--- src/rtl/autobaud_pkg.sv ---
package autobaud_pkg;

  localparam int NUM_RATES = 8;
  localparam int IDX_W     = 3;

  typedef enum logic [1:0] {
    ST_IDLE = 2'd0,
    ST_WAIT = 2'd1,
    ST_MEAS = 2'd2,
    ST_SRCH = 2'd3
  } abd_state_e;

  // Control byte per rate index; bits 7:5 carry the index itself.
  function automatic logic [7:0] rate_code(input logic [IDX_W-1:0] i);
    logic [7:0] c;
    case (i)
      3'd0:    c = 8'h14;
      3'd1:    c = 8'h3C;
      3'd2:    c = 8'h5B;
      3'd3:    c = 8'h7A;
      3'd4:    c = 8'h99;
      3'd5:    c = 8'hB8;
      3'd6:    c = 8'hC4;
      default: c = 8'hEC;
    endcase
    return c;
  endfunction

endpackage

--- src/rtl/abd_line_sync.sv ---
module abd_line_sync (
  input  logic clk,
  input  logic rst_n,
  input  logic line_in,
  output logic line_low,
  output logic fall,
  output logic rise
);
  logic s1_q, s2_q, s3_q;

  // Reset to idle-high so no false edge appears after reset.
  always_ff @(posedge clk or negedge rst_n) begin
    if (!rst_n) begin
      s1_q <= 1'b1;
      s2_q <= 1'b1;
      s3_q <= 1'b1;
    end else begin
      s1_q <= line_in;
      s2_q <= s1_q;
      s3_q <= s2_q;
    end
  end

  assign line_low = ~s2_q;
  assign fall     = ~s2_q &  s3_q;
  assign rise     =  s2_q & ~s3_q;
endmodule

--- src/rtl/abd_low_timer.sv ---
module abd_low_timer #(
  parameter int unsigned LIMIT = 15360,
  localparam int CNT_W = $clog2(LIMIT + 1)
) (
  input  logic             clk,
  input  logic             rst_n,
  input  logic             load,
  input  logic             inc,
  output logic [CNT_W-1:0] count,
  output logic             at_limit
);
  logic [CNT_W-1:0] cnt_q, cnt_d;

  assign at_limit = (cnt_q == CNT_W'(LIMIT));

  always_comb begin
    cnt_d = cnt_q;
    if (load)
      cnt_d = CNT_W'(1);
    else if (inc && !at_limit)
      cnt_d = cnt_q + CNT_W'(1);
  end

  always_ff @(posedge clk or negedge rst_n) begin
    if (!rst_n)
      cnt_q <= '0;
    else if (load || inc)
      cnt_q <= cnt_d;
  end

  assign count = cnt_q;
endmodule

--- src/rtl/abd_rate_table.sv ---
module abd_rate_table
  import autobaud_pkg::*;
#(
  parameter int unsigned CLK_HZ    = 192000,
  parameter int unsigned BASE_BAUD = 150,
  parameter int unsigned SPAN_BITS = 6,
  parameter int unsigned TOL_SHIFT = 3,
  parameter int          CNT_W     = 14
) (
  input  logic [IDX_W-1:0] idx,
  input  logic [CNT_W-1:0] count,
  output logic             hit,
  output logic [7:0]       code
);
  logic [31:0] ent_tab [NUM_RATES];
  logic [31:0] tol_tab [NUM_RATES];

  for (genvar g = 0; g < NUM_RATES; g++) begin : g_entry
    localparam int unsigned ENT = SPAN_BITS * (CLK_HZ / (BASE_BAUD << g));
    localparam int unsigned TOL = ENT >> TOL_SHIFT;
    assign ent_tab[g] = 32'(ENT);
    assign tol_tab[g] = 32'(TOL);
  end

  logic [31:0] ent, tol, shifted, diff;

  always_comb begin
    ent     = ent_tab[idx];
    tol     = tol_tab[idx];
    shifted = 32'(count) + tol;
    diff    = shifted - ent;
    hit     = (shifted >= ent) && (diff <= (tol << 1));
    code    = rate_code(idx);
  end
endmodule

--- src/rtl/autobaud_detector.sv ---
module autobaud_detector
  import autobaud_pkg::*;
#(
  parameter int unsigned CLK_HZ    = 192000,
  parameter int unsigned BASE_BAUD = 150,
  parameter int unsigned SPAN_BITS = 6,
  parameter int unsigned TOL_SHIFT = 3,
  parameter int unsigned LIMIT     = 2 * SPAN_BITS * (CLK_HZ / BASE_BAUD),
  localparam int CNT_W = $clog2(LIMIT + 1)
) (
  input  logic       clk,
  input  logic       rst_n,
  input  logic       start,
  input  logic       rxd,
  output logic       done,
  output logic       err,
  output logic [2:0] rate_idx,
  output logic [7:0] rate_ctrl
);
  logic line_low, fall, rise;
  logic tmr_load, tmr_inc, at_limit;
  logic [CNT_W-1:0] low_cnt;
  logic hit;
  logic [7:0] code;

  abd_state_e state_q, state_d;
  logic [IDX_W-1:0] sidx_q, sidx_d;
  logic [IDX_W-1:0] ridx_q, ridx_d;
  logic [7:0] rctrl_q, rctrl_d;
  logic done_q, done_d, err_q, err_d;

  abd_line_sync u_sync (
    .clk(clk), .rst_n(rst_n), .line_in(rxd),
    .line_low(line_low), .fall(fall), .rise(rise)
  );

  abd_low_timer #(.LIMIT(LIMIT)) u_timer (
    .clk(clk), .rst_n(rst_n), .load(tmr_load), .inc(tmr_inc),
    .count(low_cnt), .at_limit(at_limit)
  );

  abd_rate_table #(
    .CLK_HZ(CLK_HZ), .BASE_BAUD(BASE_BAUD), .SPAN_BITS(SPAN_BITS),
    .TOL_SHIFT(TOL_SHIFT), .CNT_W(CNT_W)
  ) u_table (
    .idx(sidx_q), .count(low_cnt), .hit(hit), .code(code)
  );

  always_comb begin
    state_d  = state_q;
    sidx_d   = sidx_q;
    ridx_d   = ridx_q;
    rctrl_d  = rctrl_q;
    done_d   = done_q;
    err_d    = err_q;
    tmr_load = 1'b0;
    tmr_inc  = 1'b0;
    if (start) begin
      state_d = ST_WAIT;
      sidx_d  = '0;
      ridx_d  = '0;
      rctrl_d = '0;
      done_d  = 1'b0;
      err_d   = 1'b0;
    end else begin
      case (state_q)
        ST_WAIT: begin
          if (fall) begin
            tmr_load = 1'b1;
            state_d  = ST_MEAS;
          end
        end
        ST_MEAS: begin
          if (rise) begin
            sidx_d  = '0;
            state_d = ST_SRCH;
          end else if (at_limit) begin
            err_d   = 1'b1;
            state_d = ST_IDLE;
          end else if (line_low) begin
            tmr_inc = 1'b1;
          end
        end
        ST_SRCH: begin
          if (hit) begin
            done_d  = 1'b1;
            ridx_d  = sidx_q;
            rctrl_d = code;
            state_d = ST_IDLE;
          end else if (sidx_q == IDX_W'(NUM_RATES - 1)) begin
            err_d   = 1'b1;
            state_d = ST_IDLE;
          end else begin
            sidx_d = sidx_q + IDX_W'(1);
          end
        end
        default: state_d = ST_IDLE;
      endcase
    end
  end

  always_ff @(posedge clk or negedge rst_n) begin
    if (!rst_n) begin
      state_q <= ST_IDLE;
      sidx_q  <= '0;
      ridx_q  <= '0;
      rctrl_q <= '0;
      done_q  <= 1'b0;
      err_q   <= 1'b0;
    end else begin
      state_q <= state_d;
      sidx_q  <= sidx_d;
      ridx_q  <= ridx_d;
      rctrl_q <= rctrl_d;
      done_q  <= done_d;
      err_q   <= err_d;
    end
  end

  assign done      = done_q;
  assign err       = err_q;
  assign rate_idx  = ridx_q;
  assign rate_ctrl = rctrl_q;
endmodule

--- config.mk ---
export PLATFORM = sky130hd
export DESIGN_NAME = autobaud_detector
export DESIGN_NICKNAME = d
export VERILOG_FILES = /design/src/rtl/autobaud_pkg.sv /design/src/rtl/abd_line_sync.sv /design/src/rtl/abd_low_timer.sv /design/src/rtl/abd_rate_table.sv /design/src/rtl/autobaud_detector.sv
export SDC_FILE = /design/constraint.sdc
export NUM_CORES = 1
export LEC_CHECK = 0
export BUFFER_PORTS_ARGS = -buffer_cell sky130_fd_sc_hd__buf_2
export CORE_MARGIN = 2
export CORE_UTILIZATION = 55
export CTS_CLUSTER_DIAMETER = 40
export DETAILED_ROUTE_END_ITERATION = 8
export GPL_TIMING_DRIVEN = 0
export PLACE_DENSITY_LB_ADDON = 0.2
export SYNTH_ARGS = -nofsm -noshare
export SYNTH_HDL_FRONTEND = slang
export SYNTH_HIERARCHICAL = 1
export SYNTH_SLANG_ARGS = --single-unit
--- constraint.sdc ---
create_clock -name clk -period 5.4 [get_ports clk]
set_input_delay 0.81 -clock clk [delete_from_list [all_inputs] [get_ports clk]]
set_output_delay 0.81 -clock clk [all_outputs]
set_load 0.01 [all_outputs]
## After elaboration in Yosys (flattened, before gate mapping)

Memories as Yosys holds them, arrays and structs flattened.
Index checks and enable logic that the tools add are counted.

- Bits in registers: 35
- Bits in read-only memories: 512
- Output and inout port bits: 13
- Memories kept: 2

- Add/subtract/negate cells: 4
- Magnitude comparators: 3
- Eq/ne operators: 20
- Mux-type cells: 42
- Bitwise logic cells: 5
- Reductions and logical operators: 14

Memories:

| name | depth | width | rd ports | clocked after memory_dff | write ports | RTL line | RTL |
|---|---|---|---|---|---|---|---|
| (name not given) | 8 | 32 | 1 | 0 | 0 | abd_rate_table.sv:28 | `ent = ent_tab[idx];` |
| (name not given) | 8 | 32 | 1 | 0 | 0 | abd_rate_table.sv:29 | `tol = tol_tab[idx];` |

Operator list:

| kind | number |
|---|---|
| 2-to-1 mux 32 bit | 4 |
| case mux 8 bit (7 select lines) | 1 |
| adder 14 x 32 -> 32 bit | 1 |
| greater-or-equal comparator 32 bit | 1 |
| <= comparator 32 bit | 1 |
| subtractor 32 bit | 1 |
| 2-to-1 mux 14 bit | 2 |
| 2-to-1 mux 8 bit | 3 |
| 2-to-1 mux 3 bit | 7 |
| != test 3 bit (second input constant) | 6 |
| 2-to-1 mux 1 bit | 16 |
| adder 14 x 1 -> 14 bit (second input constant) | 1 |
| equality test 14 bit (second input constant) | 1 |
| equality test 3 bit (second input constant) | 4 |
| 2-to-1 mux 2 bit | 6 |
| equality test 3 x 2 -> 1 bit (second input constant) | 2 |
| case mux 2 bit (3 select lines) | 1 |
| case mux 3 bit (2 select lines) | 1 |
| nonzero test 2 bit | 3 |
| AND reduction 5 bit | 1 |
| equality test 2 bit (second input constant) | 2 |
| greater-or-equal comparator 4 bit (second input constant) | 1 |
| != test 4 x 3 -> 1 bit (second input constant) | 1 |
| != test 4 bit (second input constant) | 1 |
| 16 further kinds | 20 |

## Longest topological paths before layout

Gate-level depths: netlist of the first run.

- Depth in word-level cells: 11
- Depth in mapped cells: 27
- Gate-level depth less buffers: 26

## Modules after synthesis

Netlist of the first run, hierarchy kept.

By module, submodules not included:

| module | instances | cells an instance | area each (sq um) | sequential area each (sq um) |
|---|---|---|---|---|
| abd_rate_table | 1 | 191 | 1423.9 | 0.0 |
| autobaud_detector | 1 | 105 | 948.4 | 450.4 |
| abd_low_timer | 1 | 78 | 770.7 | 350.3 |
| abd_line_sync | 1 | 6 | 97.6 | 78.8 |

## Worst setup path after synthesis of the first run

OpenSTA, ideal clock, no wires.

- Path kind: register -> register
- Start point: register sidx_q[1]
- End point: register state_q[1]
- Setup time: 0.101 ns
- Arrival time: 5.188 ns
- Setup slack: 0.112 ns
- Cell stages (with the launch flop): 25
- Path buffers: 0
- Path through: dfrtp_1 > o21ai_0 > inv_1 > nor2_1 > ha_1 > o21a_1 > o21a_1 > o22a_2 > a21o_1 > a21oi_1 > xnor2_1 > ha_1 > and3_1 > nor2_1 > o21ai_1 > a211oi_1 > ha_1 > nand3_1 > a221oi_1 > a32oi_1 > or3_1 > nor4_1 > nor3b_1 > or2_1 > o32ai_1

- Word-level cells in the longest chain between the ends: 11

Ends and longest elaborated chain:

| element | RTL line | RTL |
|---|---|---|
| start, declared | autobaud_detector.sv:27 | `logic [IDX_W-1:0] sidx_q, sidx_d;` |
| start signal, assigned | autobaud_detector.sv:112 | `sidx_q <= sidx_d;` |
| NOT 3 -> 4 bit (implied by the code) * | abd_rate_table.sv:28, abd_rate_table.sv:29 |  |
| memory read (8 x 32 bit) | - |  |
| 2-to-1 mux 32 bit (implied by the code) (2 in series) | abd_rate_table.sv:29 |  |
| adder 14 x 32 -> 32 bit | abd_rate_table.sv:30 | `shifted = 32'(count) + tol;` |
| subtractor 32 bit | abd_rate_table.sv:31 | `diff = shifted - ent;` |
| <= comparator 32 bit | abd_rate_table.sv:32 | `hit = (shifted >= ent) && (diff <= (tol << 1));` |
| logical AND 1 bit * | abd_rate_table.sv:32 |  |
| via hit | autobaud_detector.sv:23 | `logic hit;` |
| 2-to-1 mux 2 bit | autobaud_detector.sv:85 | `if (hit) begin` |
| case mux 2 bit (3 select lines) | autobaud_detector.sv:66 | `case (state_q)` |
| 2-to-1 mux 2 bit | autobaud_detector.sv:58 | `if (start) begin` |
| end signal, assigned | autobaud_detector.sv:111 | `state_q <= state_d;` |
| end, declared | autobaud_detector.sv:26 | `abd_state_e state_q, state_d;` |

The timed path passes the listed nets; every way through them passes the cells marked *. The select of a mux whose other input is x is not followed.
A chain may end at the register's enable or synchronous reset.

## Worst setup path after layout of the first run

- Start point: register sidx_q[2]
- End point: register sidx_q[0]

- Word-level cells in the longest chain between the ends: 10

Ends and longest elaborated chain:

| element | RTL line |
|---|---|
| NOT 3 -> 4 bit (implied by the code) * | abd_rate_table.sv:28, abd_rate_table.sv:29 |
| memory read (8 x 32 bit) | - |
| 2-to-1 mux 32 bit (implied by the code) (2 in series) | abd_rate_table.sv:29 |
| adder 14 x 32 -> 32 bit | abd_rate_table.sv:30 |
| subtractor 32 bit | abd_rate_table.sv:31 |
| <= comparator 32 bit | abd_rate_table.sv:32 |
| logical AND 1 bit * | abd_rate_table.sv:32 |
| via hit | autobaud_detector.sv:23 |
| != test 3 bit (no line) * | - |
| AND reduction 4 bit (no line) * | - |

Marks and branches as above.

==> flow_summary.toml, run 1 <==
[floorplan]
die-area_um2 = 6522
initial_core_util_pct = 57.79
io_pins = 17
coreArea_um2 = 5608
die_h_um = 80.76
num_rows = 27
die_x_um = 80.76

[clock_network]
clockRootBuffer = "clkbuf_8"
cts_buffers = 5
cts_hold_buf = 0
path_clk_slew_ns = 0.08
cts_tree = "built"
cts.sink_count = 35
clk_latency_ns = 0.29
cts.htree.levels = 2
clk_path_buf_depth = 2

[timing]
setup_slack_ns = 0.03599
finalMaxSlewViolations = 0
hold_violations = 0
worstMarginPinSlew_ns = 0.8148
min_period_over_period_pct = 99.33
post-route-min-period_ns = 5.364
rsz0062_at_grt = "yes"
max_freq_ghz = 0.1864
relSlewSlack_pct = 45.68
clock_skew_ns = 0.01005
finalSetupViolCount = 0

[layout]
final_nets = 477
nFillCells = 400
drive_gt1_share_pct = 26.98
final_util_pct = 71.82
diodes = 0
area_growth_pct = 24.29
design_area_um2 = 4028

[yosys]
ys_warn_count = 6
synth_area_leaders = "dfrtp_1 (25%), ha_1 (16%), a21oi_1 (5.3%)"
synth_fp_nets = 428
syn-instance-count = 380
synth.most_common_cell = "nand2_1"
synthTopCellsByCount = "nand2_1 (43), ha_1 (42), a21oi_1 (34), dfrtp_1 (32), inv_1 (26)"
synth.avg_cell_area_um2 = 8.528
yosys.area.top_type = "dfrtp_1"
synth_edf_count = 0
ys_seq_area_share_pct = 27.14
async_flop_share_pct = 100.0
ys_types = 64
ys.flop_type = "dfrtp_1"
yosysTopAreaCellShare_pct = 24.71
syn_area_um2 = 3241
ys_ff_latch = 35

[drt]
dr.pass1.iters = 4
finalWirelength_um = 8016
drc = 0
vias = 2950
drt-initial-drc-count = 111
postRouteAntennaNets = 0
vias_per_cell = 5.876
wl_per_cell_um = 15.97

[place]
place_hpwl_um = 5278
post-place-ws_ns = -1.149
placed_area_um2 = 3411
port_buffers = 16
gp_congestion = 0.8681

[worst_hold_path]
hold_path_depth = 0
hp-class = "reg -> reg"

[setup_path]
startpoint_type = "flip-flop"
cp_slowest_stage_delay_ns = 0.49
r2r_cells = 27
cpMaxStageDelayCell = "or4_4"
path_depth = 27
worstPathRequired_ns = 5.61
reg2reg_slack_ns = 0.04
cp_top_family = "compound AO/OA/AOI/OAI gates"
arrival_ns = 5.58
critPathKind = "reg -> reg"
crit_path_end_kind = "flip-flop"
crit_buf_inv = 4
path_max_fanout = 7

[grt]
grt_overflow = 0
antenna_found_initial = 0
grt_pass1_vias = 2786
grt_max_degree = 36
grt_util_all_layers_pct = 24.56
grt_pass1_wl_um = 12550

[power_and_ir_drop]
vdd_drop_max_mv = 0.2543
power.density_nw_per_um2 = 175.2
leakagePower_nw = 1.763

[run_status]
status = "finished clean"

[job]
cap_viol_max_count = 0
==> through the flow <==
stage | setup TNS [ns] | hold slack, ns | instances | power (mW)
after floorplan | 0 | 0.3452 | 380 | 0.4221
after global placement | -15.61 | 0.3509 | 468 | 0.4622
after detailed placement | -18.14 | 0.3475 | 468 | 0.4663
after CTS | 0 | 0.3619 | 489 | 0.6822
after global routing | -1.735 | 0.3666 | 502 | 0.7460
final | 0 | 0.3601 | 502 | 0.7054
==> routing by layer <==
layer / global-route usage [%] / vias to the layer above / wire length, um
li1: - / 1462 / -
met4: 5.424 / 0 / 59
met2: 42.25 / 46 / 4021
met3: 3.333 / 7 / 166
met1: 33.10 / 1435 / 3769
met5: 0 / - / 0
==> final cells by class <==
| cell class | instances | area [um2] | share of cell area (%) |
|---|---|---|---|
| clock buffer | 7 | 96.34 | 2.392 |
| inverter | 26 | 101.3 | 2.516 |
| timing repair buffer | 43 | 290.3 | 7.207 |
| sequential | 35 | 883.3 | 21.93 |
| tap | 72 | 90.09 | 2.237 |
| clock inverter | 1 | 7.507 | 0.1864 |
| buffer | 11 | 58.81 | 1.460 |
| multi-input combinational | 307 | 2500 | 62.07 |
==> cell usage in the layout (no fill, tap or decap), drive strengths merged, types with 3 or more instances in the layout <==
cell and count:
o21a 6, clkbuf 15, nor4 4, buf 46, inv 25, or4 9, a21oi 34, nor2b 7
nand4 7, a211oi 3, nand2b 7, and3 5, ha 42, dfrtp 32, xor2 12, nand3 11
dfstp 3, nand2 43, nor2 22, o21ai 14, o211ai 3, a21o 8, or3 4, nor3 5
o31ai 7, xnor2 17
==> path summary, 6_finish.rpt <==
path,end,from
setup / recovery,sidx_q[0],sidx_q[2]
hold / removal,u_sync/s2_q,u_sync/s1_q
setup reg to reg,sidx_q[0],sidx_q[2]
hold reg to reg,u_sync/s2_q,u_sync/s1_q
max in group asynchronous,sidx_q[2],rst_n
min in group asynchronous,done,rst_n
==> where the power goes <==
part / total (mW) / leakage [nW] / switching [mW] / internal (mW)
registers: 0.301 / 0.465 / 0.0230 / 0.278
clock network: 0.214 / 0.0505 / 0.0978 / 0.116
logic: 0.190 / 1.25 / 0.110 / 0.0806
==> state kept, by name, summed over array words and instances, names as in the netlist <==
signal / count
u_timer/count: 14
rate_ctrl: 8
rate_idx: 3
sidx_q: 3
state_q: 2
done: 1
err: 1
u_sync/s1_q: 1
u_sync/s2_q: 1
u_sync/s3_q: 1
==> cell families (layout without fill, tap and decap cells) <==
logic type | Yosys count | after routing | share of synthesized area (%)
AOI/OAI and AO/OA | 96 | 96 | 20.04
xor gates and xnor gates | 29 | 29 | 7.838
adders and majority gates | 44 | 44 | 17.45
buffers and inverters | 38 | 88 | 4.710
DFF | 35 | 35 | 27.14
muxes | 1 | 1 | 0.3089
and+or+nand+nor | 137 | 137 | 22.51
==> what timing repair did <==
| action | 4_1_cts | 5_1_grt |
|---|---|---|
| gates resized for setup | 16 | 49 |
| endpoints found under the setup margin | 18 | 18 |
| cloned | 0 | 0 |
| hold endpoints to repair | 0 | 0 |
| setup buffers | 13 | 14 |
| pin swaps | 9 | 21 |
(Power assumes the default switching activity.)
==> inputs of run 2 (changes only) <==
- CORE_UTILIZATION: 55 -> 35
==> run 2 against run 1 <==
Net effect: maximum frequency increased by 4.0%; highest routed layer unchanged; clock power increased by 10%; setup slack improved by 0.21 ns; non-clock buffer count decreased by 11; worst hold slack got worse by 0.0034 ns.
==> flow_summary.toml, run 2 (synthesis results as in run 1) <==
[clock_network]
clockRootBuffer = "clkbuf_8"
cts_hold_buf = 0
cts.sink_count = 35
clk_path_buf_depth = 2
cts_buffers = 5
path_clk_slew_ns = 0.07
cts_tree = "built"
clk_latency_ns = 0.29
cts.htree.levels = 2

[layout]
largest_reg_flops = 14
nFillCells = 916
area_growth_pct = 21.54
mostFrequentLayoutCell = "nand2_1"
final_nets = 466
diodes = 0
drive_gt1_share_pct = 23.15
final_cell_mix = "nand2_1 (42), ha_1 (34), a21oi_1 (32), dfrtp_1 (29), inv_1 (23)"
design_area_um2 = 3939

[timing]
clock_skew_ns = 0.006084
post-route-min-period_ns = 5.156
worstMarginPinSlew_ns = 0.7958
min_period_over_period_pct = 95.49
finalMaxSlewViolations = 0
setup-tns-final_ns = 0
relSlewSlack_pct = 46.95
hold_violations = 0
max_freq_ghz = 0.1939
finalSetupViolCount = 0
rsz0062_at_grt = "yes"

[floorplan]
die-area_um2 = 10050
initial_core_util_pct = 35.58
die_h_um = 100.2
num_rows = 35
io_pins = 17
die_x_um = 100.2
coreArea_um2 = 9109

[setup_path]
startpoint_type = "flip-flop"
path_max_fanout = 5
crit_path_end_kind = "flip-flop"
worstPathRequired_ns = 5.60
r2r_cells = 27
r2r_start = "sidx_q[2]"
arrival_ns = 5.35
crit_buf_inv = 3
cp_top_family = "simple AND/OR/NAND/NOR gates"
reg2reg_slack_ns = 0.24
critPathKind = "reg -> reg"
cpMaxStageDelayCell = "dfrtp_2"
worstReg2RegEnd = "state_q[1]"
cp_slowest_stage_delay_ns = 0.45

[place]
place_hpwl_um = 5638
port_buffers = 16
placed_area_um2 = 3460
gp_congestion = 0.8216

[drt]
wl_per_cell_um = 14.40
vias = 2816
drt-initial-drc-count = 129
postRouteAntennaNets = 0
finalWirelength_um = 7633
vias_per_cell = 5.313
dr.pass1.iters = 4
drc = 0

[power_and_ir_drop]
power.density_nw_per_um2 = 182.2
vdd_drop_max_mv = 0.1428
leakagePower_nw = 1.726
power_mw = 0.7178

[grt]
antenna_found_initial = 0
grt_pass1_wl_um = 13010
grt_util_all_layers_pct = 16.00
grt_overflow = 0
grt_max_degree = 36
grt_pass1_vias = 2776

[worst_hold_path]
hold_path_depth = 0
holdCritStartpoint = "u_sync/s1_q"
worstHoldEndpoint = "u_sync/s2_q"
hp-class = "reg -> reg"

[job]
cap_viol_max_count = 0

[run_status]
status = "finished clean"
[run 2: changes by cell type in the layout (fill, tap and decap cells not counted), sizes merged]
cell | previous run | this run
bufinv | 0 | 1
buf | 46 | 36
clkinvlp | 2 | 1
clkbuf | 15 | 14
[run 2: timing repair]
item / 4_1_cts / 5_1_grt
gates cloned: 0 / 0
setup buffers: 7 / 9
endpoints found under the setup margin: 18 / 18
gates resized for setup: 14 / 43
pin swaps: 2 / 20
[run 2: final cells by class]
type                    instances  area [um2]  area share [%]
plain buffers                  11       58.81           1.493
clock buffers                   7       76.32           1.938
clock inverters                 1       30.03          0.7624
inverters                      26       101.3           2.573
multi-input cells             307        2442           62.01
flip-flops and latches         35       883.3           22.43
well taps                     111       138.9           3.526
repair buffers                 32       207.7           5.273
[run 2: through the flow]
| step | setup WS (ns) | cells | util, % | hold slack (ns) |
|---|---|---|---|---|
| floorplan | 0.1117 | 380 | - | 0.3452 |
| global placement | -1.192 | 507 | 37.98 | 0.3464 |
| detailed placement | -1.223 | 507 | 37.98 | 0.3473 |
| CTS | 0.02550 | 521 | 40.30 | 0.3582 |
| global route | -0.04040 | 530 | 43.24 | 0.3617 |
| finish | 0.2436 | 530 | 43.24 | 0.3566 |
[run 2: how the worst max path moves through the flow]
stage,start,to,slack [ns],cells past startpoint
floorplan,sidx_q[1],state_q[1],0.11,24
global placement,sidx_q[1],state_q[1],-1.19,24
detailed placement,sidx_q[1],state_q[1],-1.22,24
CTS,sidx_q[2],state_q[1],0.03,26
global route,sidx_q[2],state_q[1],-0.04,27
finish,sidx_q[2],state_q[1],0.24,27
[run 2: where the power goes]
group	total, mW	switching, mW	internal (mW)
Sequential	0.302	0.0235	0.278
Combinational	0.180	0.103	0.0777
Clock	0.236	0.0976	0.138
[run 2: metal layers]
| layer | GRT usage (%) | routed length, um |
|---|---|---|
| met1 | 21.41 | 3617 |
| met4 | 5.585 | 127 |
| met3 | 1.811 | 175 |
| met2 | 26.79 | 3712 |
| met5 | 0 | 0 |
[run 2: worst register-to-register path: stages (launching register included)]
cell and delay, ns:
dfrtp_2 0.45, buf_6 0.14, ha_4 0.17, ha_4 0.16, inv_2 0.06, fa_2 0.23
nor2b_4 0.05, o31a_1 0.31, o21a_1 0.21, nor2_2 0.15, xnor2_2 0.08, ha_1 0.35
o21ai_2 0.09, o21ai_2 0.16, and3_4 0.21, nor2_4 0.04, xnor2_1 0.13, ha_1 0.32
nand2_1 0.07, nor3_2 0.20, o2bb2ai_1 0.14, a32oi_1 0.13, or3_4 0.35, nor4_4 0.15
buf_6 0.17, nor3b_2 0.06, or2_1 0.24, o32ai_2 0.25
==> inputs of run 3 (changes only) <==
- ABC_AREA: unset -> 1
==> run 3 against run 2 <==
Net effect: largest power group is now combinational cells; count of clock-buffer cells in the layout shrank 2; clock skew grew 0.0033 ns; die area grew 13%; synthesized area grew 14%; flip-flop and latch count is the same; setup slack gained 0.24 ns; cell area grew 4.6%; critical path depth shrank 3; combinational power grew to 4.7 times the previous value; non-clock buffer count shrank 10; routed wire length grew 14%; sequential share of layout area shrank 0.98 points.
==> flow_summary.toml, run 3 <==
[yosys]
synthTopCellsByCount = "nand2_1 (161), inv_1 (62), nor2_1 (51), nand3_1 (47), ha_1 (42)"
yosysTopAreaCellShare_pct = 21.75
syn-instance-count = 540
synth_fp_nets = 588
ys_seq_area_share_pct = 23.90
synth.avg_cell_area_um2 = 6.817
ys_warn_count = 6
synth_edf_count = 0
syn_area_um2 = 3681
ys_types = 42
synth_area_leaders = "dfrtp_1 (22%), nand2_1 (16%), ha_1 (14%)"
ys.flop_type = "dfrtp_1"
synth.most_common_cell = "nand2_1"
async_flop_share_pct = 100.0
ys_ff_latch = 35
yosys.area.top_type = "dfrtp_1"

[worst_hold_path]
hp-class = "reg -> reg"
holdCritStartpoint = "u_sync/s1_q"

[drt]
postRouteAntennaNets = 0
finalWirelength_um = 8692
met3_length_um = 267
drt-initial-drc-count = 263
wl_met1_um = 4408
maxUsedRoutingLayer = "met4"
vias = 3373
drc = 0
vias_per_cell = 4.771
dr.pass1.iters = 4
routed-wl-met2_um = 3999
wl_per_cell_um = 12.29

[layout]
mostFrequentLayoutCell = "nand2_1"
diodes = 0
drive_gt1_share_pct = 15.59
area_growth_pct = 11.90
final_cell_mix = "nand2_1 (161), inv_1 (61), nor2_1 (48), nand3_1 (47), ha_1 (42)"
final_util_pct = 40.08
seqCellArea_um2 = 883.3
multiInputGateArea_um2 = 2486
largest_reg_flops = 14
final_nets = 618
nFillCells = 1088

[clock_network]
cts_hold_buf = 0
cts_buffers = 5
cts.htree.levels = 2
clockRootBuffer = "clkbuf_8"
cts_tree = "built"
path_clk_slew_ns = 0.08
clk_path_buf_depth = 2
clk_latency_ns = 0.29
cts.sink_count = 35

[grt]
grt_pass1_vias = 3125
grt_max_degree = 36
grt_pass1_wl_um = 14950
antenna_found_initial = 0
grt_util_all_layers_pct = 16.10
grt_overflow = 0

[floorplan]
io_pins = 17
initial_core_util_pct = 35.82
die-area_um2 = 11350
die_x_um = 106.6
num_rows = 37
coreArea_um2 = 10280
die_h_um = 106.6

[setup_path]
cp_slowest_stage_delay_ns = 0.48
r2r_start = "sidx_q[2]"
crit_path_end_kind = "flip-flop"
startpoint_type = "flip-flop"
critPathKind = "reg -> reg"
path_max_fanout = 10
crit_top_cell = "nand2_1"
worstPathRequired_ns = 5.58
worstPathCellList = "clkinvlp_4 > ha_1 > ha_1 > a21oi_1 > o21bai_1 > a21oi_1 > xnor2_1 > ha_1 > a21oi_1 > nand2_1 > a21oi_1 > o21bai_1 > xor2_1 > ha_1 > nand2_1 > nor4_1 > nand2_1 > nand2_1 > nand2_1 > nor2_4 > a21oi_1 > buf_2 > nand2_1 > nand2_1"
crit_buf_inv = 2
cp_top_family = "adder cells"
cpMaxStageDelayCell = "dfrtp_2"
critical_path.startpoint = "sidx_q[2]"
arrival_ns = 5.10

[power_and_ir_drop]
comb_power_share_pct = 58.8
power.share.switching_pct = 45.89
leakagePower_nw = 2.191
power.density_nw_per_um2 = 347.8
power_switching_mw = 0.6574
pwr-share-clk_pct = 16.7
power_mw = 1.432
vdd_drop_max_mv = 0.1335
p_int_mw = 0.7750
pwr-share-seq_pct = 24.4

[timing]
worstMarginPinSlew_ns = 0.7915
max_freq_ghz = 0.2033
clock_skew_ns = 0.009339
post-route-min-period_ns = 4.920
finalMaxSlewViolations = 0
hold_violations = 0
min_period_over_period_pct = 91.10
relSlewSlack_pct = 47.23
finalSetupViolCount = 0

[run_status]
status = "finished clean"

[place]
place_hpwl_um = 6849
gp_congestion = 0.8795
port_buffers = 15

[job]
cap_viol_max_count = 0
run 3: changes by cell type in the layout (fill, tap and decap cells not counted), sizes merged, moves of 11 or more:
cell / before / now
a21oi: 34 / 23
inv: 25 / 64
nand2: 43 / 180
nand3: 11 / 48
nand4: 7 / 19
nor2: 22 / 60
run 3: path summary, 6_finish.rpt:
path / slack, ns / cells after the start / to
max reg2reg: 0.48 / 24 / rate_ctrl[1]
min in group asynchronous: 0.60 / 1 / rate_idx[0]
min: 0.36 / 0 / u_sync/s2_q
max in group asynchronous: 4.25 / 1 / sidx_q[1]
max: 0.48 / 24 / rate_ctrl[1]
min reg2reg: 0.36 / 0 / u_sync/s2_q
run 3: power by group through the flow:
stage | clock network (mW) | logic (mW) | registers (mW)
4_1_cts | 0.248 | 0.838 | 0.349
2_1_floorplan | 0 | 0.674 | 0.337
5_1_grt | 0.261 | 0.963 | 0.358
3_3_place_gp | 0 | 0.817 | 0.354
3_5_place_dp | 0 | 0.832 | 0.354
6_report | 0.240 | 0.843 | 0.350
run 3: through the flow:
stage / TNS [ns] / hold slack (ns) / instances / instance area [um2] / setup WS [ns]
floorplan: 0 / 0.3452 / 540 / 3681 / 1.068
global placement: 0 / 0.3467 / 691 / 3926 / 0.08129
detailed placement: 0 / 0.3475 / 691 / 3926 / 0.08811
CTS: 0 / 0.3590 / 699 / 4039 / 0.08247
global route: -0.01108 / 0.3614 / 707 / 4119 / -0.006420
finish: 0 / 0.3587 / 707 / 4119 / 0.4805
run 3: repair_timing:
item / in CTS / in global routing
setup buffers: 0 / 8
setup endpoints to repair: 0 / 18
resized for setup: 0 / 8
run 3: layer usage:
layer  vias up  GRT usage [%]
met4         0          1.855
li1       1805              -
met3         2          3.617
met2        44          26.37
met5         -              0
met1      1522          22.36
run 3: cell type report:
type	instances	share of cell area [%]
tap	136	4.131
timing repair buffer	23	3.281
multi-input combinational	427	60.36
clock buffer	5	1.671
clock inverter	3	1.063
buffer	10	1.731
sequential	35	21.45
inverter	68	6.318
run 3: logic make-up (layout without fill, tap and decap cells):
family | after synthesis | in the layout | share of synthesized area, %
adders and majority gates | 44 | 44 | 15.36
and+or+nand+nor | 317 | 317 | 39.02
DFF | 35 | 35 | 23.90
buffers and inverters | 78 | 109 | 8.905
AOI/OAI and AO/OA | 43 | 43 | 7.342
xor gates and xnor gates | 23 | 23 | 5.472
run 3: worst register-to-register path: cells and delay by family, from the launching register on:
kind | cells | cell delay, ns
adders and majority gates | 4 | 1.37
DFF | 1 | 0.48
and+or+nand+nor | 9 | 0.88
buffers and inverters | 2 | 0.44
xor gates and xnor gates | 2 | 0.34
AOI/OAI and AO/OA | 7 | 1.32
